===== config.mk =====
export PLATFORM = sky130hd
export DESIGN_NAME = spi_burst_master
export DESIGN_NICKNAME = d
export VERILOG_FILES = /design/src/rtl/spim_pkg.sv /design/src/rtl/spim_datapath.sv /design/src/rtl/spim_ctrl.sv /design/src/rtl/spi_burst_master.sv
export SDC_FILE = /design/constraint.sdc
export NUM_CORES = 1
export LEC_CHECK = 0
export BUFFER_PORTS_ARGS = -buffer_cell sky130_fd_sc_hd__buf_2
export CAP_MARGIN = 15
export CORE_ASPECT_RATIO = 1.75
export CORE_MARGIN = 2
export CORE_UTILIZATION = 35
export DETAILED_ROUTE_END_ITERATION = 16
export PLACE_DENSITY_LB_ADDON = 0.15
export SLEW_MARGIN = 25
export SYNTH_ARGS = -nofsm -noshare
export SYNTH_HDL_FRONTEND = slang
export SYNTH_SLANG_ARGS = --single-unit

===== constraint.sdc =====
create_clock -name clk -period 5.9 [get_ports clk]
set_clock_uncertainty 0.1 [all_clocks]
set_input_delay 0.295 -clock clk [delete_from_list [all_inputs] [get_ports clk]]
set_output_delay 0.295 -clock clk [all_outputs]
set_load 0.005 [all_outputs]

===== src/rtl/spim_pkg.sv =====
package spim_pkg;
  localparam int FRAME_W = 8;
  localparam int BITS_W  = $clog2(FRAME_W + 1);

  localparam logic [1:0] KIND_TX   = 2'd0;
  localparam logic [1:0] KIND_RX   = 2'd1;
  localparam logic [1:0] KIND_BOTH = 2'd2;

  typedef enum logic [2:0] {
    MOSI_KEEP, MOSI_LOADBIT, MOSI_CUR, MOSI_NEXT, MOSI_ZERO
  } mosiSel_e;

  typedef enum logic [1:0] {
    SCLK_KEEP, SCLK_IDLE, SCLK_ACTIVE
  } sclkSel_e;

  typedef struct packed {
    logic     load;
    logic     useFill;
    mosiSel_e mosiSel;
    sclkSel_e sclkSel;
    logic     sample;
    logic     advance;
    logic     emit;
  } dpStrobe_t;
endpackage


===== src/rtl/spim_datapath.sv =====
module spim_datapath
  import spim_pkg::*;
#(
  parameter logic DEF_POL = 1'b0
) (
  input  logic              clk,
  input  logic              rstN,
  input  dpStrobe_t         strobe,
  input  logic              pol,
  input  logic [BITS_W-1:0] bitsCfg,
  input  logic [FRAME_W-1:0] txData,
  input  logic [FRAME_W-1:0] fillByte,
  input  logic              miso,
  output logic              sclk,
  output logic              mosi,
  output logic [FRAME_W-1:0] rxData,
  output logic              rxValid
);
  localparam logic [BITS_W-1:0] FULL_BITS = BITS_W'(FRAME_W);

  logic [FRAME_W-1:0] txShift;
  logic [FRAME_W-1:0] rxShift;
  logic [FRAME_W-1:0] byteIn;
  logic [FRAME_W-1:0] rxNext;
  logic [BITS_W-1:0]  padBits;

  assign byteIn  = strobe.useFill ? fillByte : txData;
  assign rxNext  = strobe.sample ? {rxShift[FRAME_W-2:0], miso} : rxShift;
  assign padBits = FULL_BITS - bitsCfg;

  always_ff @(posedge clk or negedge rstN) begin
    if (!rstN) begin
      txShift <= '0;
      rxShift <= '0;
      sclk    <= DEF_POL;
      mosi    <= 1'b0;
      rxData  <= '0;
      rxValid <= 1'b0;
    end else begin
      rxValid <= 1'b0;
      unique case (strobe.sclkSel)
        SCLK_IDLE:   sclk <= pol;
        SCLK_ACTIVE: sclk <= ~pol;
        default:     sclk <= sclk;
      endcase
      unique case (strobe.mosiSel)
        MOSI_LOADBIT: mosi <= byteIn[FRAME_W-1];
        MOSI_CUR:     mosi <= txShift[FRAME_W-1];
        MOSI_NEXT:    mosi <= txShift[FRAME_W-2];
        MOSI_ZERO:    mosi <= 1'b0;
        default:      mosi <= mosi;
      endcase
      if (strobe.load) begin
        txShift <= byteIn;
        rxShift <= '0;
      end else begin
        if (strobe.advance) txShift <= txShift << 1;
        if (strobe.sample)  rxShift <= rxNext;
      end
      if (strobe.emit) begin
        rxValid <= 1'b1;
        rxData  <= rxNext << padBits;
      end
    end
  end
endmodule


===== src/rtl/spim_ctrl.sv =====
module spim_ctrl
  import spim_pkg::*;
#(
  parameter int   DIV_W    = 16,
  parameter int   LEN_W    = 8,
  parameter int   DEF_DIV  = 250,
  parameter logic DEF_POL  = 1'b0,
  parameter logic DEF_PHA  = 1'b0
) (
  input  logic              clk,
  input  logic              rstN,
  input  logic              lock,
  input  logic              cfgWr,
  input  logic              cfgPol,
  input  logic              cfgPha,
  input  logic [BITS_W-1:0] cfgBits,
  input  logic [DIV_W-1:0]  cfgDiv,
  input  logic              startReq,
  input  logic [1:0]        reqMode,
  input  logic [LEN_W-1:0]  reqTxLen,
  input  logic [LEN_W-1:0]  reqRxLen,
  input  logic              txValid,
  output dpStrobe_t         strobe,
  output logic              pol,
  output logic [BITS_W-1:0] bitsCfg,
  output logic              txReady,
  output logic              busy,
  output logic              done,
  output logic              cfgErr,
  output logic              reqErr
);
  localparam logic [DIV_W-1:0]  DIV_ONE  = DIV_W'(1);
  localparam logic [LEN_W-1:0]  LEN_ONE  = LEN_W'(1);
  localparam logic [BITS_W-1:0] BITS_ONE = BITS_W'(1);
  localparam logic [BITS_W-1:0] BITS_MAX = BITS_W'(FRAME_W);

  typedef enum logic [1:0] {ST_IDLE, ST_FETCH, ST_HALF_A, ST_HALF_B} state_e;

  state_e            state;
  logic              phaQ;
  logic [DIV_W-1:0]  divQ;
  logic [1:0]        kindQ;
  logic [LEN_W-1:0]  framesLeft;
  logic [BITS_W-1:0] bitsLeft;
  logic [DIV_W-1:0]  halfCnt;

  logic cfgOk, startOk, usesTx, byteReady, halfDone, lastBit, lastFrame;
  logic [LEN_W-1:0] reqLen;

  assign busy      = (state != ST_IDLE);
  assign cfgOk     = lock && !busy && (cfgBits >= BITS_ONE) && (cfgBits <= BITS_MAX)
                     && (cfgDiv != '0);
  assign startOk   = lock && !busy && (reqMode != 2'd3)
                     && ((reqMode != KIND_BOTH) || (reqTxLen == reqRxLen));
  assign reqLen    = (reqMode == KIND_RX) ? reqRxLen : reqTxLen;
  assign usesTx    = (kindQ != KIND_RX);
  assign txReady   = (state == ST_FETCH) && usesTx;
  assign byteReady = (state == ST_FETCH) && (!usesTx || txValid);
  assign halfDone  = (halfCnt == '0);
  assign lastBit   = (bitsLeft == BITS_ONE);
  assign lastFrame = (framesLeft == LEN_ONE);

  always_comb begin
    strobe = '{load: 1'b0, useFill: 1'b0, mosiSel: MOSI_KEEP, sclkSel: SCLK_KEEP,
               sample: 1'b0, advance: 1'b0, emit: 1'b0};
    unique case (state)
      ST_IDLE: begin
        strobe.sclkSel = SCLK_IDLE;
        strobe.mosiSel = MOSI_ZERO;
      end
      ST_FETCH: begin
        if (byteReady) begin
          strobe.load    = 1'b1;
          strobe.useFill = !usesTx;
          if (!phaQ) strobe.mosiSel = MOSI_LOADBIT;
        end
      end
      ST_HALF_A: begin
        if (halfDone) begin
          strobe.sclkSel = SCLK_ACTIVE;
          if (!phaQ) strobe.sample  = 1'b1;
          else       strobe.mosiSel = MOSI_CUR;
        end
      end
      default: begin
        if (halfDone) begin
          strobe.sclkSel = SCLK_IDLE;
          strobe.advance = 1'b1;
          if (phaQ) strobe.sample = 1'b1;
          if (lastBit) begin
            strobe.emit = (kindQ != KIND_TX);
            if (lastFrame) strobe.mosiSel = MOSI_ZERO;
          end else if (!phaQ) begin
            strobe.mosiSel = MOSI_NEXT;
          end
        end
      end
    endcase
  end

  always_ff @(posedge clk or negedge rstN) begin
    if (!rstN) begin
      state      <= ST_IDLE;
      pol        <= DEF_POL;
      phaQ       <= DEF_PHA;
      bitsCfg    <= BITS_MAX;
      divQ       <= DIV_W'(DEF_DIV);
      kindQ      <= KIND_TX;
      framesLeft <= '0;
      bitsLeft   <= '0;
      halfCnt    <= '0;
      done       <= 1'b0;
      cfgErr     <= 1'b0;
      reqErr     <= 1'b0;
    end else begin
      done   <= 1'b0;
      cfgErr <= 1'b0;
      reqErr <= 1'b0;
      if (cfgWr) begin
        if (cfgOk) begin
          pol     <= cfgPol;
          phaQ    <= cfgPha;
          bitsCfg <= cfgBits;
          divQ    <= cfgDiv;
        end else begin
          cfgErr <= 1'b1;
        end
      end
      if (startReq && !startOk) reqErr <= 1'b1;
      unique case (state)
        ST_IDLE: begin
          if (startReq && startOk) begin
            kindQ <= reqMode;
            if (reqLen == '0) begin
              done <= 1'b1;
            end else begin
              framesLeft <= reqLen;
              state      <= ST_FETCH;
            end
          end
        end
        ST_FETCH: begin
          if (byteReady) begin
            bitsLeft <= bitsCfg;
            halfCnt  <= divQ - DIV_ONE;
            state    <= ST_HALF_A;
          end
        end
        ST_HALF_A: begin
          if (halfDone) begin
            halfCnt <= divQ - DIV_ONE;
            state   <= ST_HALF_B;
          end else begin
            halfCnt <= halfCnt - DIV_ONE;
          end
        end
        default: begin
          if (!halfDone) begin
            halfCnt <= halfCnt - DIV_ONE;
          end else if (!lastBit) begin
            bitsLeft <= bitsLeft - BITS_ONE;
            halfCnt  <= divQ - DIV_ONE;
            state    <= ST_HALF_A;
          end else if (lastFrame) begin
            done  <= 1'b1;
            state <= ST_IDLE;
          end else begin
            framesLeft <= framesLeft - LEN_ONE;
            state      <= ST_FETCH;
          end
        end
      endcase
    end
  end
endmodule


===== src/rtl/spi_burst_master.sv =====
module spi_burst_master
  import spim_pkg::*;
#(
  parameter int   DIV_W   = 16,
  parameter int   LEN_W   = 8,
  parameter int   DEF_DIV = 250,
  parameter logic DEF_POL = 1'b0,
  parameter logic DEF_PHA = 1'b0
) (
  input  logic             clk,
  input  logic             rstN,
  input  logic             lock,
  input  logic             cfgWr,
  input  logic             cfgPol,
  input  logic             cfgPha,
  input  logic [3:0]       cfgBits,
  input  logic [DIV_W-1:0] cfgDiv,
  output logic             cfgErr,
  input  logic             startReq,
  input  logic [1:0]       reqMode,
  input  logic [LEN_W-1:0] reqTxLen,
  input  logic [LEN_W-1:0] reqRxLen,
  input  logic [7:0]       fillByte,
  output logic             reqErr,
  input  logic [7:0]       txData,
  input  logic             txValid,
  output logic             txReady,
  output logic [7:0]       rxData,
  output logic             rxValid,
  output logic             busy,
  output logic             done,
  output logic             sclk,
  output logic             mosi,
  input  logic             miso
);
  dpStrobe_t         strobe;
  logic              pol;
  logic [BITS_W-1:0] bitsCfg;

  spim_ctrl #(
    .DIV_W(DIV_W), .LEN_W(LEN_W), .DEF_DIV(DEF_DIV),
    .DEF_POL(DEF_POL), .DEF_PHA(DEF_PHA)
  ) u_ctrl (
    .clk(clk), .rstN(rstN), .lock(lock), .cfgWr(cfgWr), .cfgPol(cfgPol),
    .cfgPha(cfgPha), .cfgBits(cfgBits), .cfgDiv(cfgDiv), .startReq(startReq),
    .reqMode(reqMode), .reqTxLen(reqTxLen), .reqRxLen(reqRxLen),
    .txValid(txValid), .strobe(strobe), .pol(pol), .bitsCfg(bitsCfg),
    .txReady(txReady), .busy(busy), .done(done), .cfgErr(cfgErr), .reqErr(reqErr)
  );

  spim_datapath #(.DEF_POL(DEF_POL)) u_dp (
    .clk(clk), .rstN(rstN), .strobe(strobe), .pol(pol), .bitsCfg(bitsCfg),
    .txData(txData), .fillByte(fillByte), .miso(miso), .sclk(sclk),
    .mosi(mosi), .rxData(rxData), .rxValid(rxValid)
  );
endmodule


=== Yosys cells after proc, flatten, opt, wreduce, memory -nomap -nowiden ===
Cells that the tools add are included.

* Bits in registers: 84

* Reductions and logical operators: 39
* Shift-type cells: 1
* Bitwise operators: 4
* $add $sub $neg: 5
* Magnitude comparators: 2
* Mux-type cells: 58
* Equality and inequality tests: 22

{| class="wikitable"
|+ Operators with widths
! kind !! number
|-
| 8-bit 2-to-1 mux || 13
|-
| 16-bit 2-to-1 mux || 4
|-
| 16-bit one-hot mux with 3 select lines || 1
|-
| 16-bit by 1-bit subtractor with 16-bit output, second input constant || 2
|-
| 2-bit 2-to-1 mux || 10
|-
| 16-bit logical NOT || 1
|-
| 8-bit one-hot mux with 2 select lines || 1
|-
| 16-bit nonzero test || 1
|-
| 2-bit nonzero test || 8
|-
| 1-bit 2-to-1 mux || 14
|-
| 4-bit 2-to-1 mux || 3
|-
| 2-bit one-hot mux with 3 select lines || 2
|-
| 1-bit logical AND || 10
|-
| 5-bit 2-to-1 mux || 2
|-
| 2-bit inequality test, second input constant || 5
|-
| 3-bit one-hot mux with 3 select lines || 1
|-
| 8-bit by 1-bit equality test with 1-bit output, second input constant || 1
|-
| 8-bit equality test || 1
|-
| 8-bit logical NOT || 1
|-
| 2-bit by 1-bit inequality test with 1-bit output, second input constant || 4
|-
| 4-bit one-hot mux with 2 select lines || 1
|-
| 8-bit by 4-bit << shifter with 8-bit output || 1
|-
| 8-bit by 1-bit subtractor with 8-bit output, second input constant || 1
|-
| 2-bit by 1-bit equality test with 1-bit output, second input constant || 3
|-
| other kinds (26) || 40
|}

=== Logic depth before layout (Yosys ltp) ===
Gate-level depths: netlist of the first run.

* Depth in word-level cells: 8
* Mapped depth: 10
* Depth with buffers taken out: 9

=== Cells and area by module ===
A second synthesis of the first run with hierarchy kept.

* Cells, all modules: 573
* Area total of the unflattened synthesis: 5348.9 um2

{| class="wikitable"
|+ Modules (own cells, without submodules)
! module !! times used !! cells an instance !! area each (um2)
|-
| spim_ctrl || 1 || 410 || 3739.8
|-
| spim_datapath || 1 || 163 || 1609.0
|}

=== Worst setup path before layout of the first run ===
Ideal clock, no wire load.

* Kind: register -> register
* Start: register u_ctrl.halfCnt[0]
* End: register u_ctrl.framesLeft[7]
* Library setup time: 0.127 ns
* Path slack: 3.306 ns
* Stages on the path, launching flop included: 10
* Arrival time: 2.367 ns
* Cells stage by stage: dfrtp_1 inv_1 ha_1 nor3b_1 nand3_1 nor3_4 o2bb2ai_2 and2_1 buf_4 mux2_1

* Cells in the longest elaborated chain, start to end: 3

{| class="wikitable"
|+ Ends and longest elaborated chain
! element !! line !! RTL
|-
| from (decl) || spim_ctrl.sv:45 || <nowiki>logic [DIV_W-1:0] halfCnt;</nowiki>
|-
| from (signal assigned) || spim_ctrl.sv:145 || <nowiki>halfCnt <= divQ - DIV_ONE;</nowiki>
|-
| from (signal assigned) || spim_ctrl.sv:151 || <nowiki>halfCnt <= divQ - DIV_ONE;</nowiki>
|-
| from (signal assigned) || spim_ctrl.sv:154 || <nowiki>halfCnt <= halfCnt - DIV_ONE;</nowiki>
|-
| 16-bit logical NOT || spim_ctrl.sv:59 || <nowiki>assign halfDone = (halfCnt == '0);</nowiki>
|-
| 2-bit nonzero test (no source line) || -- ||
|-
| 6-bit AND reduction (no source line) || -- ||
|-
| to (signal assigned) || spim_ctrl.sv:137 || <nowiki>framesLeft <= reqLen;</nowiki>
|-
| to (signal assigned) || spim_ctrl.sv:168 || <nowiki>framesLeft <= framesLeft - LEN_ONE;</nowiki>
|-
| to (decl) || spim_ctrl.sv:43 || <nowiki>logic [LEN_W-1:0] framesLeft;</nowiki>
|}

Every way passes these cells.
A chain may end at the register's enable or synchronous reset.

=== Final worst setup path of the first run ===
* Start: register u_ctrl.state[0]
* End: register u_ctrl.framesLeft[7]

* Cells in the longest elaborated chain, start to end: 8
* Elaborated cells on any way between the ends: 18
* Classes of those cells: eq/ne: 5; mux: 1; bitwise: 1; reduce/logical: 11

{| class="wikitable"
|+ Ends and longest elaborated chain
! element !! line !! RTL
|-
| from (decl) || spim_ctrl.sv:39 || <nowiki>state_e state;</nowiki>
|-
| from (signal assigned) || spim_ctrl.sv:103 || <nowiki>state <= ST_IDLE;</nowiki>
|-
| from (signal assigned) || spim_ctrl.sv:138 || <nowiki>state <= ST_FETCH;</nowiki>
|-
| from (signal assigned) || spim_ctrl.sv:146 || <nowiki>state <= ST_HALF_A;</nowiki>
|-
| 2-bit nonzero test || spim_ctrl.sv:50 || <nowiki>assign busy = (state != ST_IDLE);</nowiki>
|-
| 1-bit logical NOT || spim_ctrl.sv:53 || <nowiki>assign startOk = lock && !busy && (reqMode != 2'd3)</nowiki>
|-
| 1-bit logical AND (2 in series) || spim_ctrl.sv:53 ||
|-
| 1-bit logical AND || spim_ctrl.sv:54 || <nowiki>&& ((reqMode != KIND_BOTH) || (reqTxLen == reqRxLen));</nowiki>
|-
| 1-bit logical AND || spim_ctrl.sv:132 || <nowiki>if (startReq && startOk) begin</nowiki>
|-
| 2-bit by 1-bit inequality test with 1-bit output (no source line) || -- ||
|-
| 6-bit AND reduction (no source line) || -- ||
|}

Several ways; a longest one is shown, not always the timed one.

==> results of run 1 <==
[worst max path at each step]
stage                           endpoint  cells past startpoint               from
detailed placement     u_ctrl.halfCnt[0]                      8  u_ctrl.halfCnt[0]
floorplan           u_ctrl.framesLeft[7]                      9  u_ctrl.halfCnt[0]
global placement       u_ctrl.halfCnt[0]                      8  u_ctrl.halfCnt[0]
global route        u_ctrl.framesLeft[7]                      8    u_ctrl.state[0]
finish              u_ctrl.framesLeft[7]                      8    u_ctrl.state[0]
CTS                    u_ctrl.halfCnt[0]                      8  u_ctrl.halfCnt[0]
[flip-flops by register name, indices dropped and copies added (netlist names), 2 cells and up]
register,count
u_ctrl.halfCnt,16
u_ctrl.bitsLeft,4
u_ctrl.framesLeft,8
u_dp.txShift,8
u_ctrl.state,2
u_ctrl.bitsCfg,4
u_dp.rxShift,8
u_ctrl.divQ,16
u_ctrl.kindQ,2
u_dp.rxData,8
[cell type report]
type	instances	share of cell area
clock inverters	5	0.0167
flip-flops and latches	84	0.327
multi-input cells	471	0.499
well taps	186	0.0361
inverters	25	0.0146
repair buffers	83	0.0671
clock buffers	11	0.0392
[synth_stat cells (all sizes together) (13+ instances only)]
cell type,n,area share
dfrtp,77,0.35
nor2,54,0.037
mux2,33,0.067
nand2,63,0.043
mux2i,30,0.054
nor3,20,0.020
inv,24,0.016
clkbuf,14,0.0095
xnor2,14,0.022
nand3,29,0.026
o21ai,36,0.035
a21oi,28,0.025
ha,13,0.029
[per-stage QoR]
step / instance area, um2 / cells
floorplan: 5550 / 605
global placement: 6070 / 847
CTS: 6440 / 864
finish: 6450 / 865
detailed placement: 6070 / 847
global route: 6450 / 865
[what timing repair did]
action,4_1_cts,5_1_grt
endpoints found under the setup margin,0,0
hold buffers,1,0
endpoints found under the hold margin,23,0
[worst max-delay path, delay by kind of cell (launching register included)]
| kind | cells | cell delay (ns) |
|---|---|---|
| AO/OA/AOI/OAI | 2 | 0.69 |
| buffers and inverters | 2 | 0.47 |
| flip-flops | 1 | 0.42 |
| adder cells (fa/ha/maj) | 1 | 0.68 |
| multiplexers | 1 | 0.34 |
| AND/OR/NAND/NOR | 2 | 0.53 |
[cell families (layout without fill, tap and decap cells)]
group                    Yosys count  in the layout  synth area share
adder cells (fa/ha/maj)           13             13            0.0293
XOR/XNOR                          26             26            0.0411
buffers and inverters             50            124            0.0397
AO/OA/AOI/OAI                    142            142             0.184
AND/OR/NAND/NOR                  227            227             0.204
flip-flops                        84             84             0.381
multiplexers                      63             63             0.121
[power by group]
part | internal, W | switching (W) | total, W
combinational | 0.000556 | 0.000752 | 0.00131
clock | 0.000438 | 0.000233 | 0.000671
sequential | 0.000801 | 0.000217 | 0.00102
[layer usage]
metal	track usage	wire (um)
met4	0.0768	260
met2	0.337	8040
met5	0	0
met1	0.195	5690
met3	0.0261	356
==> flow_summary.ini, run 1 <==
[worst_setup_path]
max_stage_delay_ns = 0.68
r2r_start = u_ctrl.state[0]
crit_arrival_ns = 3.47
reg2reg_depth = 8
crit_path_cell_trace = inv_1 -> ha_1 -> inv_1 -> a211o_1 -> a211o_1 -> and2_1 -> and2_1 -> mux2_1
critPathSlowestCell = ha_1
reg2reg_to = u_ctrl.framesLeft[7]
cp.required_ns = 6.02
cp-end-kind = register
crit_fanout = 21
cp-start-kind = register
rrSetupSlack_ns = 2.55
setup.worst_path.class = reg2reg

[global_route]
overflow = 0
antenna_found_initial = 0
grt_pass1_vias = 4895
grtUsageTotal = 0.179
grt_max_degree = 62
grt_pass1_wl_um = 24200

[drt]
avgViaCountPerCell = 5.46
wl_per_cell_um = 16.6
remaining_drc_errors = 0
ant_nets = 0
routed_wl_um = 14300
drtIter0Drc = 191
first_pass_iters = 4
vias = 4727

[synth]
synth-main-ff-cell = dfrtp_1
ys_seq_area_frac = 0.381
synthArstFlopShare = 1.00
synth-edff-count = 0
ys_ff_latch = 84
yosysWarnings = 0
syn_area_um2 = 5550
ys_types = 78
synthesis.nets = 681
synth.avg_cell_area_um2 = 9.17
synthCells = 605

[power]
vdd_drop_max_mv = 0.177
power_w = 0.00300
p_leak_nw = 2.85
powerDensity_nw_per_um2 = 465

[min_path]
hold_path_end = u_ctrl.cfgErr
min_path_cells = 2
hp-start = cfgWr
min_path_type = in2reg

[status]
status = completed

[timing]
rsz0062_at_grt = false
finalSetupTns_ns = 0
relSlewSlack = 0.435
finalWorstSetupSlack_ns = 2.55
fmax_mhz = 298
maxSlewViolCount = 0
worstMarginPinSlew_ns = 0.847
whs_ns = 0.0737
fin_crit_sh = 0.568
finalHoldViolCount = 0
fin_crit_ns = 3.35
setup_violations = 0

[placement]
pre_cts_slack_ns = 2.40
gp_congestion = 0.872
hpwl_um = 11000
place.port_buffers = 78

[clock_network]
cts_sinks = 84
postCtsSetupBuffers = 0
post_cts_resized = 0
cts_tree = done
clkSlewWorstSetupHoldPaths_ns = 0.06
cts-root-buf = clkbuf_16
cts_buffers = 9
insertion_delay_ns = 0.34
htreeDepth = 3
cts_buffer_depth = 2

[floorplan]
die-area_um2 = 16900
dieWidth_um = 99.2
start_util = 0.359
die_height_um = 171
core-area_um2 = 15500
design.portCount = 79
rows = 60

[final_layout]
final_nets = 750
final_cell_mix = 77 x buf_2, 77 x dfrtp_1, 62 x nand2_1
fill_cells = 1566
final_core_util = 0.417
drive_above_1_share = 0.231
multi_input_comb_area_um2 = 3220
regArea_um2 = 2110
n_antenna_cell = 0
syn2layout_area_growth_pct = 16.3

[flow_run]
maxCapViolCount = 0
(Power assumes the default switching activity.)
==> inputs of run 2 (changes only) <==
==> constraint.sdc (replaced) <==
create_clock -name clk -period 3.5 [get_ports clk]
set_clock_uncertainty 0.1 [all_clocks]
set_input_delay 0.175 -clock clk [delete_from_list [all_inputs] [get_ports clk]]
set_output_delay 0.175 -clock clk [all_outputs]
set_load 0.005 [all_outputs]
==> run 2 against run 1 <==
  * Via count grew 5.1%
  * Global-route usage grew 0.31 points
  * Total power grew 66%
  * Non-clock buffer count grew 36
  * Highest routed layer unchanged
  * Register-to-register slack lost 2.0 ns
  * Core utilization grew 1.7 points
  * Critical endpoint is now u_dp.rxData[4]
  * Sequential share of layout area shrank 1.3 points
  * Critical path type unchanged
  * Critical path depth is the same
  * Maximum frequency grew 13%
==> flow_summary.ini, run 2 (synthesis results as in run 1) <==
[clock_network]
cts_tree = done
htreeDepth = 3
cts_buffers = 9
post_cts_resized = 0
cts_sinks = 84
cts_buffer_depth = 2
clkSlewWorstSetupHoldPaths_ns = 0.07
insertion_delay_ns = 0.34
cts-root-buf = clkbuf_16

[timing]
maxSlewViolCount = 0
rsz0062_at_grt = false
setup_violations = 0
finalHoldViolCount = 0
fin_crit_sh = 0.851
worstMarginPinSlew_ns = 0.797
finalWorstSetupSlack_ns = 0.523
relSlewSlack = 0.468
fin_crit_ns = 2.98
fmax_mhz = 336
finalSetupTns_ns = 0

[final_layout]
fill_cells = 1527
syn2layout_area_growth_pct = 20.9
final_nets = 786
drive_above_1_share = 0.235
final_cell_mix = 77 x buf_2, 77 x dfrtp_1, 62 x nand2_1
design_area_um2 = 6710
top_regs = u_ctrl.divQ: 16 flops, u_ctrl.halfCnt: 16 flops
n_antenna_cell = 0
final_cell_count_no_fill = 901

[worst_setup_path]
critPathSlowestCell = nor3b_1
crit_path_cell_trace = inv_1 -> ha_1 -> nor3b_1 -> and3_1 -> nand2_2 -> mux2i_1 -> o22ai_1 -> a21bo_2
max_stage_delay_ns = 0.52
setup.worst_path.class = reg2reg
path_buf_inv = 1
crit_arrival_ns = 3.11
crit_fanout = 14
cp-end-kind = register
cp-start-kind = register
cp.required_ns = 3.63
critPathTopFamily = simple AND/OR/NAND/NOR gates

[placement]
gp_congestion = 0.857
place.port_buffers = 78
pre_cts_slack_ns = 0.516
place_area_um2 = 6160
hpwl_um = 11400
place_inst = 860

[floorplan]
core-area_um2 = 15500
dieWidth_um = 99.2
die-area_um2 = 16900
rows = 60
die_height_um = 171
start_util = 0.359
design.portCount = 79

[global_route]
antenna_found_initial = 0
grt_max_degree = 79
grtUsageTotal = 0.182
grt_pass1_wl_um = 24700
overflow = 0
grt_pass1_vias = 5026

[drt]
drtIter0Drc = 219
wl_per_cell_um = 16.6
first_pass_iters = 4
remaining_drc_errors = 0
ant_nets = 0
vias = 4969
routed_wl_um = 14900
avgViaCountPerCell = 5.51

[flow_run]
maxCapViolCount = 0

[status]
status = completed

[power]
powerDensity_nw_per_um2 = 740
power_w = 0.00496
p_leak_nw = 2.96
vdd_drop_max_mv = 0.267

[min_path]
min_path_type = in2reg
[run 2: stage by stage]
| stage | hold slack [ns] | utilization |
|---|---|---|
| after global routing | 0.0266 | 0.434 |
| after floorplan | -0.221 | - |
| after CTS | 0.00442 | 0.433 |
| final | 0.0199 | 0.434 |
| after detailed placement | 0.323 | 0.399 |
| after global placement | 0.297 | 0.399 |
[run 2: cell type report]
| type | count | area, um2 | area share |
|---|---|---|---|
| clock inverters | 6 | 48.8 | 0.00728 |
| multi-input cells | 471 | 3210 | 0.479 |
| well taps | 186 | 233 | 0.0347 |
| inverters | 25 | 93.8 | 0.0140 |
| repair buffers | 119 | 767 | 0.114 |
| flip-flops and latches | 84 | 2110 | 0.315 |
| clock buffers | 10 | 239 | 0.0356 |
[run 2: metal layers]
metal / global-route usage / vias up / wire length, um
met1: 0.200 / 2409 / 5840
met5: 0 / - / 0
li1: - / 2440 / -
met2: 0.348 / 99 / 8330
met4: 0.0631 / 0 / 379
met3: 0.0270 / 21 / 392
[run 2: timing repair]
item,4_1_cts,5_1_grt
hold buffers,25,0
setup buffers,0,0
endpoints found under the hold margin,94,0
[run 2: worst paths after layout]
kind,from,end,slack [ns],cells after the start
hold / removal,txData[4],u_dp.txShift[4],0.02,3
max in group asynchronous,rstN,u_dp.txShift[6],2.40,3
setup reg to reg,u_ctrl.halfCnt[0],u_dp.rxData[4],0.52,8
setup / recovery,u_ctrl.halfCnt[0],u_dp.rxData[4],0.52,8
min in group asynchronous,rstN,u_dp.txShift[3],0.31,2
hold reg to reg,u_dp.sclk,u_dp.sclk,0.37,2
[run 2: worst min-delay path, delay by kind of cell]
kind | cells | cell delay (ns)
buffers and inverters | 1 | 0.08
AO/OA/AOI/OAI | 2 | 0.16
[run 2: power by group]
part           switching [W]  internal [W]
combinational        0.00135       0.00102
clock               0.000409      0.000505
sequential          0.000332       0.00135
total                0.00209       0.00287
==> inputs of run 3 (changes only) <==
--- a/config.mk
+++ b/config.mk
@@ -15,4 +15,5 @@
 export SLEW_MARGIN = 25
 export SYNTH_ARGS = -nofsm -noshare
 export SYNTH_HDL_FRONTEND = slang
+export SYNTH_HIERARCHICAL = 1
 export SYNTH_SLANG_ARGS = --single-unit
==> run 3 against run 2 <==
  * First-iteration DRC count decreased by 47%
  * Area after synthesis decreased by 3.5%
  * Sequential power down 41%
  * Cell area shrank 3.0%
  * Global-route usage shrank 1.3 points
  * Largest power group is now clock
  * Via count decreased by 7.8%
  * Sequential share of layout area rose by 0.98 points
  * Core utilization is 0.25 points higher
  * Combinational power fell by 94%
  * Clock power grew 12%
  * Maximum frequency decreased by 2.5%
==> flow_summary.ini, run 3 <==
[synth]
synth_compound_area_frac = 0.158
synthMuxAreaShare = 0.144
synthesis.nets = 648
yosys.area.top_type = dfrtp_1
ys_top_cells_by_area = dfrtp_1 36%, mux2_2 6.9%, mux2i_1 6.7%
synth_top_family_by_area = simple AND/OR/NAND/NOR gates
synthCells = 573
synth_fa_ha_area_frac = 0.0281
synth.avg_cell_area_um2 = 9.33
post_synth_xor_area_fraction = 0.0360
ys_types = 65
synth-main-ff-cell = dfrtp_1
yosysWarnings = 6
synthTopCellsByCount = 77 x dfrtp_1, 51 x nor2_1, 41 x nand2_1, 36 x mux2i_1, 33 x mux2_2
synth.most_common_cell = dfrtp_1
ys_ff_latch = 84
synth-edff-count = 0
syn_area_um2 = 5350
ys_seq_area_frac = 0.395
synthArstFlopShare = 1.00
synthSimpleGateAreaFrac = 0.193
synth_top_area_frac = 0.360

[clock_network]
clkSlewWorstSetupHoldPaths_ns = 0.07
cts_tree = done
cts_buffer_depth = 2
holdBufCountCts = 25
postCtsSetupBuffers = 0
cts-root-buf = clkbuf_16
insertion_delay_ns = 0.34
cts_sinks = 84
cts_buffers = 9
htreeDepth = 3
post_cts_resized = 0

[placement]
place.port_buffers = 78
pre_cts_slack_ns = 0.463
gp_congestion = 0.792
hpwl_um = 10200

[drt]
first_pass_iters = 4
remaining_drc_errors = 0
avgViaCountPerCell = 5.32
drtIter0Drc = 116
wl_per_cell_um = 15.8
ant_nets = 0
vias = 4582
routed_wl_um = 13600

[timing]
fmax_mhz = 327
relSlewSlack = 0.503
finalHoldViolCount = 0
finalSetupTns_ns = 0
fin_crit_ns = 3.05
rsz0062_at_grt = false
finalWorstSetupSlack_ns = 0.446
fin_crit_sh = 0.873
worstMarginPinSlew_ns = 0.745
maxSlewViolCount = 0
setup_violations = 0
whs_ns = 0.0214

[power]
p_clk_frac = 0.472
comb_power_share = 0.070
seq_power_share = 0.458
p_sw_w = 0.000477
internal_power_w = 0.00169
p_leak_nw = 2.83
switching_share = 0.220
vdd_drop_max_mv = 0.177
power_w = 0.00216
powerDensity_nw_per_um2 = 333

[min_path]
hold_path_end = u_ctrl/kindQ[0]
min_path_type = in2reg
hp-start = reqMode[0]
min_path_cells = 2

[worst_setup_path]
cp.required_ns = 3.62
crit_fanout = 20
max_stage_delay_ns = 0.68
setup.worst_path.class = reg2reg
reg2reg_depth = 9
critPathSlowestCell = or4_1
reg2reg_to = u_dp/rxData[6]
crit_arrival_ns = 3.17
r2r_start = u_ctrl/halfCnt[6]
cp-end-kind = register
rrSetupSlack_ns = 0.45
cp-start-kind = register
crit_path_cell_trace = or4_1 -> nor2_1 -> nand2_1 -> inv_1 -> mux2_2 -> mux2i_1 -> nor3_1 -> a21oi_1 -> o221ai_1

[global_route]
grtUsageTotal = 0.169
grt_pass1_wl_um = 22600
overflow = 0
grt_pass1_vias = 4744
grt_max_degree = 38
antenna_found_initial = 0

[final_layout]
n_antenna_cell = 0
final_nets = 748
top_regs = u_ctrl/divQ: 16 flops, u_ctrl/halfCnt: 16 flops
drive_above_1_share = 0.242
final_cell_mix = 77 x buf_2, 77 x dfrtp_1, 51 x nor2_1
final_core_util = 0.436
syn2layout_area_growth_pct = 21.6

[floorplan]
start_util = 0.359
rows = 59
design.portCount = 79
die-area_um2 = 16300
die_height_um = 168
dieWidth_um = 97.5
core-area_um2 = 14900

[flow_run]
maxCapViolCount = 0

[status]
status = completed
[run 3: cell types whose count changed in the layout (fill, tap and decap cells not counted), moves of 5 or more]
cell | before | now
o221a_2 | 5 | 0
nand3_1 | 29 | 10
xnor2_1 | 14 | 7
mux2i_1 | 30 | 36
nor2b_1 | 5 | 12
nor4_1 | 11 | 16
nor3_1 | 19 | 27
o22ai_1 | 2 | 11
nand2_1 | 62 | 41
a31oi_1 | 9 | 4
[run 3: cell families after synthesis]
family,count (synthesis)
buf+inv,57
simple gates,199
flops,84
compound gates,128
fa+ha+maj,12
mux,71
xor+xnor,22
[run 3: cell type report]
class	count	area [um2]
Fill cell	1492	8410
Multi-Input combinational cell	432	2990
Sequential cell	84	2110
Timing Repair Buffer	116	741
Clock buffer	10	229
Tap cell	183	229
Inverter	30	113
Clock inverter	6	88.8
[run 3: metrics by stage]
stage	instance area (um2)	instances
after floorplan	5350	573
after global placement	5940	820
after detailed placement	5940	820
after CTS	6500	861
after global routing	6500	861
final	6500	861
[run 3: power by group through the flow]
stage | Clock, W | Combinational [W] | Sequential [W]
2_1_floorplan | 0 | 0.0000493 | 0.00101
4_1_cts | 0.00106 | 0.000154 | 0.000991
3_5_place_dp | 0 | 0.000132 | 0.00101
6_report | 0.00102 | 0.000150 | 0.000991
3_3_place_gp | 0 | 0.000130 | 0.00101
5_1_grt | 0.00110 | 0.000168 | 0.000992
[run 3: worst max-delay path: cells and delay by family, from the launching register on]
kind / cells / cell delay (ns)
mux: 2 / 0.82
compound gates: 2 / 0.35
buf+inv: 1 / 0.10
simple gates: 4 / 1.10
flops: 1 / 0.44
[run 3: worst max path at each step]
| stage | from | end | cells past startpoint |
|---|---|---|---|
| floorplan | u_ctrl/halfCnt[2] | u_dp/rxData[5] | 11 |
| global placement | u_ctrl/halfCnt[6] | u_dp/rxData[7] | 10 |
| detailed placement | u_ctrl/halfCnt[6] | u_dp/rxData[6] | 9 |
| CTS | u_ctrl/halfCnt[6] | u_dp/rxData[6] | 9 |
| global route | u_ctrl/halfCnt[6] | u_dp/rxData[6] | 9 |
| finish | u_ctrl/halfCnt[6] | u_dp/rxData[6] | 9 |
[run 3: routing by layer]
| metal | track usage | up-vias | wire length (um) |
|---|---|---|---|
| met4 | 0.0646 | 0 | 264 |
| met2 | 0.336 | 60 | 7660 |
| met1 | 0.175 | 2231 | 5370 |
| li1 | - | 2272 | - |
| met5 | 0 | - | 0 |
| met3 | 0.0225 | 19 | 282 |
